<file path="config.mk">
export PLATFORM = sky130hd
export DESIGN_NAME = edge_pair_capture
export DESIGN_NICKNAME = d
export VERILOG_FILES = /design/src/rtl/epc_pkg.sv /design/src/rtl/epc_edge_sync.sv /design/src/rtl/epc_seq.sv /design/src/rtl/epc_rd_mux.sv /design/src/rtl/edge_pair_capture.sv
export SDC_FILE = /design/constraint.sdc
export NUM_CORES = 1
export LEC_CHECK = 0
export BUFFER_PORTS_ARGS = -buffer_cell sky130_fd_sc_hd__buf_4
export CAP_MARGIN = 5
export CORE_MARGIN = 2
export CORE_UTILIZATION = 44
export DETAILED_ROUTE_END_ITERATION = 10
export PLACE_DENSITY = 0.68
export SLEW_MARGIN = 20
export SYNTH_ARGS = -nofsm -noshare
export SYNTH_HDL_FRONTEND = slang
export SYNTH_SLANG_ARGS = --single-unit
</file>
<file path="constraint.sdc">
create_clock -name clk_i -period 4.1 [get_ports clk_i]
set_input_delay 0.82 -clock clk_i [delete_from_list [all_inputs] [get_ports clk_i]]
set_output_delay 0.82 -clock clk_i [all_outputs]
set_load 0.1 [all_outputs]
</file>
<file path="src/rtl/epc_pkg.sv">
package epc_pkg;

    typedef enum logic [1:0] {
        ST_IDLE      = 2'd0,
        ST_WAIT_RISE = 2'd1,
        ST_WAIT_FALL = 2'd2
    } epc_state_e;

    localparam int unsigned ADDR_W      = 2;
    localparam logic [ADDR_W-1:0] A_STAT = 2'd0;
    localparam logic [ADDR_W-1:0] A_RISE = 2'd1;
    localparam logic [ADDR_W-1:0] A_FALL = 2'd2;

endpackage

</file>
<file path="src/rtl/epc_edge_sync.sv">
module epc_edge_sync #(
    parameter int unsigned STAGES = 2
) (
    input  logic clk_i,
    input  logic rst_ni,
    input  logic async_i,
    output logic rise_o,
    output logic fall_o
);

    typedef struct packed {
        logic [STAGES-1:0] chain;
        logic              last;
    } sync_reg_t;

    sync_reg_t r_d, r_q;

    always_comb begin
        r_d          = r_q;
        r_d.chain[0] = async_i;
        for (int i = 1; i < STAGES; i++) begin
            r_d.chain[i] = r_q.chain[i-1];
        end
        r_d.last = r_q.chain[STAGES-1];
    end

    always_ff @(posedge clk_i or negedge rst_ni) begin
        if (!rst_ni) begin
            r_q <= '0;
        end else begin
            r_q <= r_d;
        end
    end

    assign rise_o = r_q.chain[STAGES-1] & ~r_q.last;
    assign fall_o = ~r_q.chain[STAGES-1] & r_q.last;

    AST_EDGE_SINGLE_CYCLE: assert property (@(posedge clk_i) disable iff (!rst_ni)
        rise_o |=> !rise_o);

    AST_FALL_SINGLE_CYCLE: assert property (@(posedge clk_i) disable iff (!rst_ni)
        fall_o |=> !fall_o);

endmodule

</file>
<file path="src/rtl/epc_seq.sv">
module epc_seq
    import epc_pkg::*;
#(
    parameter int unsigned CNT_W = 8
) (
    input  logic             clk_i,
    input  logic             rst_ni,
    input  logic [CNT_W-1:0] cnt_i,
    input  logic             rise_i,
    input  logic             fall_i,
    input  logic             arm_we_i,
    input  logic             arm_wdata_i,
    output logic             armed_o,
    output logic [CNT_W-1:0] rise_cap_o,
    output logic [CNT_W-1:0] fall_cap_o
);

    typedef struct packed {
        epc_state_e       state;
        logic [CNT_W-1:0] rise_cap;
        logic [CNT_W-1:0] fall_cap;
    } seq_reg_t;

    seq_reg_t s_d, s_q;

    always_comb begin
        s_d = s_q;
        if (arm_we_i) begin
            // a software write wins over any edge in the same cycle
            s_d.state = arm_wdata_i ? ST_WAIT_RISE : ST_IDLE;
        end else begin
            unique case (s_q.state)
                ST_WAIT_RISE: begin
                    if (rise_i) begin
                        s_d.rise_cap = cnt_i;
                        s_d.state    = ST_WAIT_FALL;
                    end
                end
                ST_WAIT_FALL: begin
                    if (fall_i) begin
                        s_d.fall_cap = cnt_i;
                        s_d.state    = ST_IDLE;
                    end
                end
                default: s_d.state = ST_IDLE;
            endcase
        end
    end

    always_ff @(posedge clk_i or negedge rst_ni) begin
        if (!rst_ni) begin
            s_q <= '{state: ST_IDLE, rise_cap: '0, fall_cap: '0};
        end else begin
            s_q <= s_d;
        end
    end

    assign armed_o    = (s_q.state != ST_IDLE);
    assign rise_cap_o = s_q.rise_cap;
    assign fall_cap_o = s_q.fall_cap;

    AST_IDLE_HOLDS: assert property (@(posedge clk_i) disable iff (!rst_ni)
        (s_q.state == ST_IDLE && !arm_we_i) |=> ($stable(rise_cap_o) && $stable(fall_cap_o)));

    AST_RISE_CAPTURE: assert property (@(posedge clk_i) disable iff (!rst_ni)
        (s_q.state == ST_WAIT_RISE && rise_i && !arm_we_i)
            |=> (rise_cap_o == $past(cnt_i) && s_q.state == ST_WAIT_FALL));

    AST_FALL_CAPTURE: assert property (@(posedge clk_i) disable iff (!rst_ni)
        (s_q.state == ST_WAIT_FALL && fall_i && !arm_we_i)
            |=> (fall_cap_o == $past(cnt_i) && !armed_o));

    AST_EARLY_FALL_IGNORED: assert property (@(posedge clk_i) disable iff (!rst_ni)
        (s_q.state == ST_WAIT_RISE && fall_i && !arm_we_i) |=> ($stable(fall_cap_o) && armed_o));

    AST_ARM_RESTART: assert property (@(posedge clk_i) disable iff (!rst_ni)
        (arm_we_i && arm_wdata_i) |=> (s_q.state == ST_WAIT_RISE));

    AST_ARM_ABORT: assert property (@(posedge clk_i) disable iff (!rst_ni)
        (arm_we_i && !arm_wdata_i) |=> !armed_o);

endmodule

</file>
<file path="src/rtl/epc_rd_mux.sv">
module epc_rd_mux
    import epc_pkg::*;
#(
    parameter int unsigned CNT_W = 8
) (
    input  logic [ADDR_W-1:0] addr_i,
    input  logic              sel_x_i,
    input  logic              sel_y_i,
    input  logic              armed_i,
    input  logic [CNT_W-1:0]  rise_cap_i,
    input  logic [CNT_W-1:0]  fall_cap_i,
    output logic [CNT_W-1:0]  data_o
);

    logic cap_visible;

    assign cap_visible = ~(sel_x_i | sel_y_i);

    always_comb begin
        data_o = '0;
        unique case (addr_i)
            A_STAT:  data_o[0] = armed_i;
            A_RISE:  data_o    = cap_visible ? rise_cap_i : '0;
            A_FALL:  data_o    = cap_visible ? fall_cap_i : '0;
            default: data_o    = '0;
        endcase
    end

endmodule

</file>
<file path="src/rtl/edge_pair_capture.sv">
module edge_pair_capture
    import epc_pkg::*;
#(
    parameter int unsigned CNT_W       = 8,
    parameter int unsigned SYNC_STAGES = 2
) (
    input  logic              clk_i,
    input  logic              rst_ni,
    input  logic [CNT_W-1:0]  cnt_i,
    input  logic              ext_i,
    input  logic              arm_we_i,
    input  logic              arm_wdata_i,
    input  logic [ADDR_W-1:0] rd_addr_i,
    input  logic              sel_x_i,
    input  logic              sel_y_i,
    output logic [CNT_W-1:0]  rd_data_o
);

    logic             rise_p, fall_p, armed;
    logic [CNT_W-1:0] rise_cap, fall_cap;

    epc_edge_sync #(.STAGES(SYNC_STAGES)) u_sync (
        .clk_i  (clk_i),
        .rst_ni (rst_ni),
        .async_i(ext_i),
        .rise_o (rise_p),
        .fall_o (fall_p)
    );

    epc_seq #(.CNT_W(CNT_W)) u_seq (
        .clk_i      (clk_i),
        .rst_ni     (rst_ni),
        .cnt_i      (cnt_i),
        .rise_i     (rise_p),
        .fall_i     (fall_p),
        .arm_we_i   (arm_we_i),
        .arm_wdata_i(arm_wdata_i),
        .armed_o    (armed),
        .rise_cap_o (rise_cap),
        .fall_cap_o (fall_cap)
    );

    epc_rd_mux #(.CNT_W(CNT_W)) u_rd (
        .addr_i    (rd_addr_i),
        .sel_x_i   (sel_x_i),
        .sel_y_i   (sel_y_i),
        .armed_i   (armed),
        .rise_cap_i(rise_cap),
        .fall_cap_i(fall_cap),
        .data_o    (rd_data_o)
    );

    AST_BLOCKED_READ_ZERO: assert property (@(posedge clk_i) disable iff (!rst_ni)
        ((sel_x_i || sel_y_i) && (rd_addr_i == A_RISE || rd_addr_i == A_FALL))
            |-> (rd_data_o == '0));

    AST_STATUS_UPPER_ZERO: assert property (@(posedge clk_i) disable iff (!rst_ni)
        (rd_addr_i == A_STAT) |-> (rd_data_o[CNT_W-1:1] == '0));

endmodule

</file>
==> flow_metrics.py <==
metrics = {
    "grt": {
        "grt_pass1_vias": 672,
        "top_usage_layer": "met2",
        "antenna_found_initial": 0,
        "use_met2_pct": 25.0,
        "use_met3_pct": 3.80,
        "grt.total_usage_pct": 15.3,
        "grt_overflow": 0,
        "grtUsageMet1_pct": 20.3,
        "grt_max_degree": 22,
        "grt_pass1_wl_um": 2930,
    },
    "final_layout": {
        "mostFrequentLayoutCells": "24 x buf_4, 21 x dfrtp_1, 16 x mux2_2, 8 x nor2_1, 7 x a22oi_1",
        "final_layout_size_suffix_gt1_share_pct": 45.5,
        "synthToLayoutAreaGrowth_pct": 24.1,
        "n_antenna_cell": 0,
        "final_util_pct": 59.3,
        "nets": 123,
        "mostFrequentLayoutCell": "buf_4",
        "fin_cells": 128,
    },
    "routing": {
        "drt_first_pass_iters": 3,
        "via_per_inst": 5.16,
        "wl_per_cell_um": 13.0,
        "drc_errors": 0,
        "ant_nets": 0,
        "routed_wl_um": 1670,
        "drt_iter0_drc": 5,
        "via_count": 660,
    },
    "timing": {
        "finClkSkew_ns": 0.00686,
        "setup_viol": 0,
        "rsz0062_at_grt": "no",
        "fin_crit_ns": 2.84,
        "whs_ns": 0.365,
        "slew_headroom_pct": 60.7,
        "tightest_slew_ns": 0.588,
        "post-route-period-util_pct": 69.2,
        "hold_violations": 0,
        "fmax_mhz": 352,
        "setup_tns_ns": 0,
        "drv_slew": 0,
    },
    "clock_tree": {
        "cts.htree.levels": 1,
        "clock-sinks": 21,
        "cts_resized": 0,
        "clk_latency_ns": 0.29,
        "clk_pin_slew_ns": 0.11,
        "clk_path_buf_depth": 2,
        "cts-root-buf": "clkbuf_4",
        "hold_buffers": 0,
        "cts_setup_buffers": 0,
        "cts_tree": "yes",
        "cts_buffers": 3,
    },
    "floorplan": {
        "die_height_um": 50.9,
        "fp.dieW_um": 50.9,
        "core_area_sq_um": 2020,
        "initial_core_util_pct": 47.8,
        "rows": 16,
        "ios": 25,
        "dieArea_sq_um": 2590,
    },
    "logic_synthesis": {
        "ys_seq_elements": 21,
        "syn_area_per_cell_sq_um": 12.9,
        "seq_area_frac_synth_pct": 54.3,
        "synth-warning-count": 0,
        "synth_fp_nets": 96,
        "synth_cells": 75,
        "syn_area_sq_um": 967,
        "synth.distinct_cells": 18,
    },
    "placement": {
        "gp_congestion": 0.744,
        "portBuffers": 24,
        "hpwl_um": 1240,
        "dp.cells": 124,
    },
    "setup_path": {
        "crit_type": "primary input to primary output",
        "r2r_start": "u_sync.r_d[0]$_DFF_PN0_",
        "crit_fanout": 8,
        "r2r_cells": 3,
        "crit_arrival_ns": 2.02,
        "cp-start-kind": "primary input",
        "cp-startpoint": "rd_addr_i[1]",
        "reg2reg_to": "u_seq.fall_cap_o[0]$_DFFE_PN0P_",
        "rrSetupSlack_ns": 2.50,
        "end_kind": "primary output",
        "required_ns": 3.28,
        "critPathCapture": "rd_data_o[0]",
    },
    "status": {
        "outcome": "finished, final reports clean",
    },
    "flow_run": {
        "max-cap-violations": 0,
    },
    "power_and_ir_drop": {
        "leakage_nw": 0.562,
        "ir_drop_mv": 0.229,
        "powerDensity_nw_per_um2": 368,
        "p_total_w": 0.000441,
    },
    "worst_hold_path": {
        "hold_class": "register to register",
    },
}
==> layout make-up <==
cell class | count | area [sq um]
fillers | 168 | 822
clock buffers | 4 | 26.3
inverters | 3 | 11.3
flip-flops and latches | 21 | 526
well taps | 27 | 33.8
repair buffers | 24 | 180
multi-input cells | 49 | 423
==> per-stage QoR <==
stage               instance area (sq um)  worst slack [ns]
floorplan                             967             0.378
global placement                     1170              1.31
detailed placement                   1170              1.25
CTS                                  1200              1.25
global route                         1200              1.10
finish                               1200              1.26
==> synth_stat cells <==
cell type / count / area share, %
o21ai_0: 1 / 0.52
nand4bb_1: 1 / 1.2
inv_1: 3 / 1.2
clkbuf_1: 2 / 0.78
o41ai_1: 1 / 0.91
nand2b_4: 1 / 1.4
dfrtp_1: 21 / 54
ha_1: 4 / 5.2
nor2_2: 1 / 0.65
mux2_2: 16 / 19
nand3_1: 1 / 0.52
nor2b_1: 1 / 0.65
nor2_1: 8 / 3.1
a22o_1: 1 / 0.91
a22oi_1: 7 / 5.4
a21oi_1: 2 / 1.0
nor4b_4: 1 / 2.5
nand2_1: 3 / 1.2
==> report_power, final <==
part           switching, W  total (W)  internal (W)
logic             0.0000413  0.0000866     0.0000453
clock network     0.0000580  0.0000958     0.0000378
registers         0.0000181   0.000259      0.000241
total              0.000117   0.000441      0.000324
==> cell families (layout without fill, tap and decap cells) <==
| logic type | count (synthesis) | count (layout) | synth area share (%) |
|---|---|---|---|
| simple gates | 17 | 17 | 11.1 |
| flops | 21 | 21 | 54.3 |
| mux | 16 | 16 | 18.6 |
| buf+inv | 5 | 31 | 1.94 |
| fa+ha+maj | 4 | 4 | 5.17 |
| compound gates | 12 | 12 | 8.80 |
==> critical path, stage by stage <==
cell,delay (ns)
buf_4,0.12
inv_1,0.07
ha_1,0.34
a22o_1,0.20
nand2_1,0.05
a21oi_1,0.12
buf_4,0.30
==> sequential cells by signal, summed over array words and instances (netlist names) <==
| register | cells |
|---|---|
| u_seq.fall_cap_o | 8 |
| u_seq.rise_cap_o | 8 |
| u_seq.s_q | 2 |
| u_sync.r_d | 2 |
| u_sync.r_q | 1 |
==> how the worst min path moves through the flow <==
stage	startpoint	end	slack [ns]	cells past startpoint
after global placement	u_sync.r_d[2]$_DFF_PN0_	u_sync.r_d[0]$_DFF_PN0_	0.33	0
after global routing	rst_ni	u_sync.r_d[2]$_DFF_PN0_	0.38	1
after detailed placement	u_sync.r_d[2]$_DFF_PN0_	u_sync.r_d[0]$_DFF_PN0_	0.34	0
final	u_sync.r_d[2]$_DFF_PN0_	u_sync.r_d[0]$_DFF_PN0_	0.36	0
after floorplan	u_sync.r_d[2]$_DFF_PN0_	u_sync.r_d[0]$_DFF_PN0_	0.33	0
after CTS	u_sync.r_d[2]$_DFF_PN0_	u_sync.r_d[0]$_DFF_PN0_	0.37	0
==> layer usage <==
layer,wire (um),up-vias,part of all wire (%)
met5,0,-,0
met1,833,322,50
met2,747,15,45
met3,77,2,4.6
li1,-,321,-
met4,8,0,0.48
No activity file was read; power rests on OpenSTA's default activity.
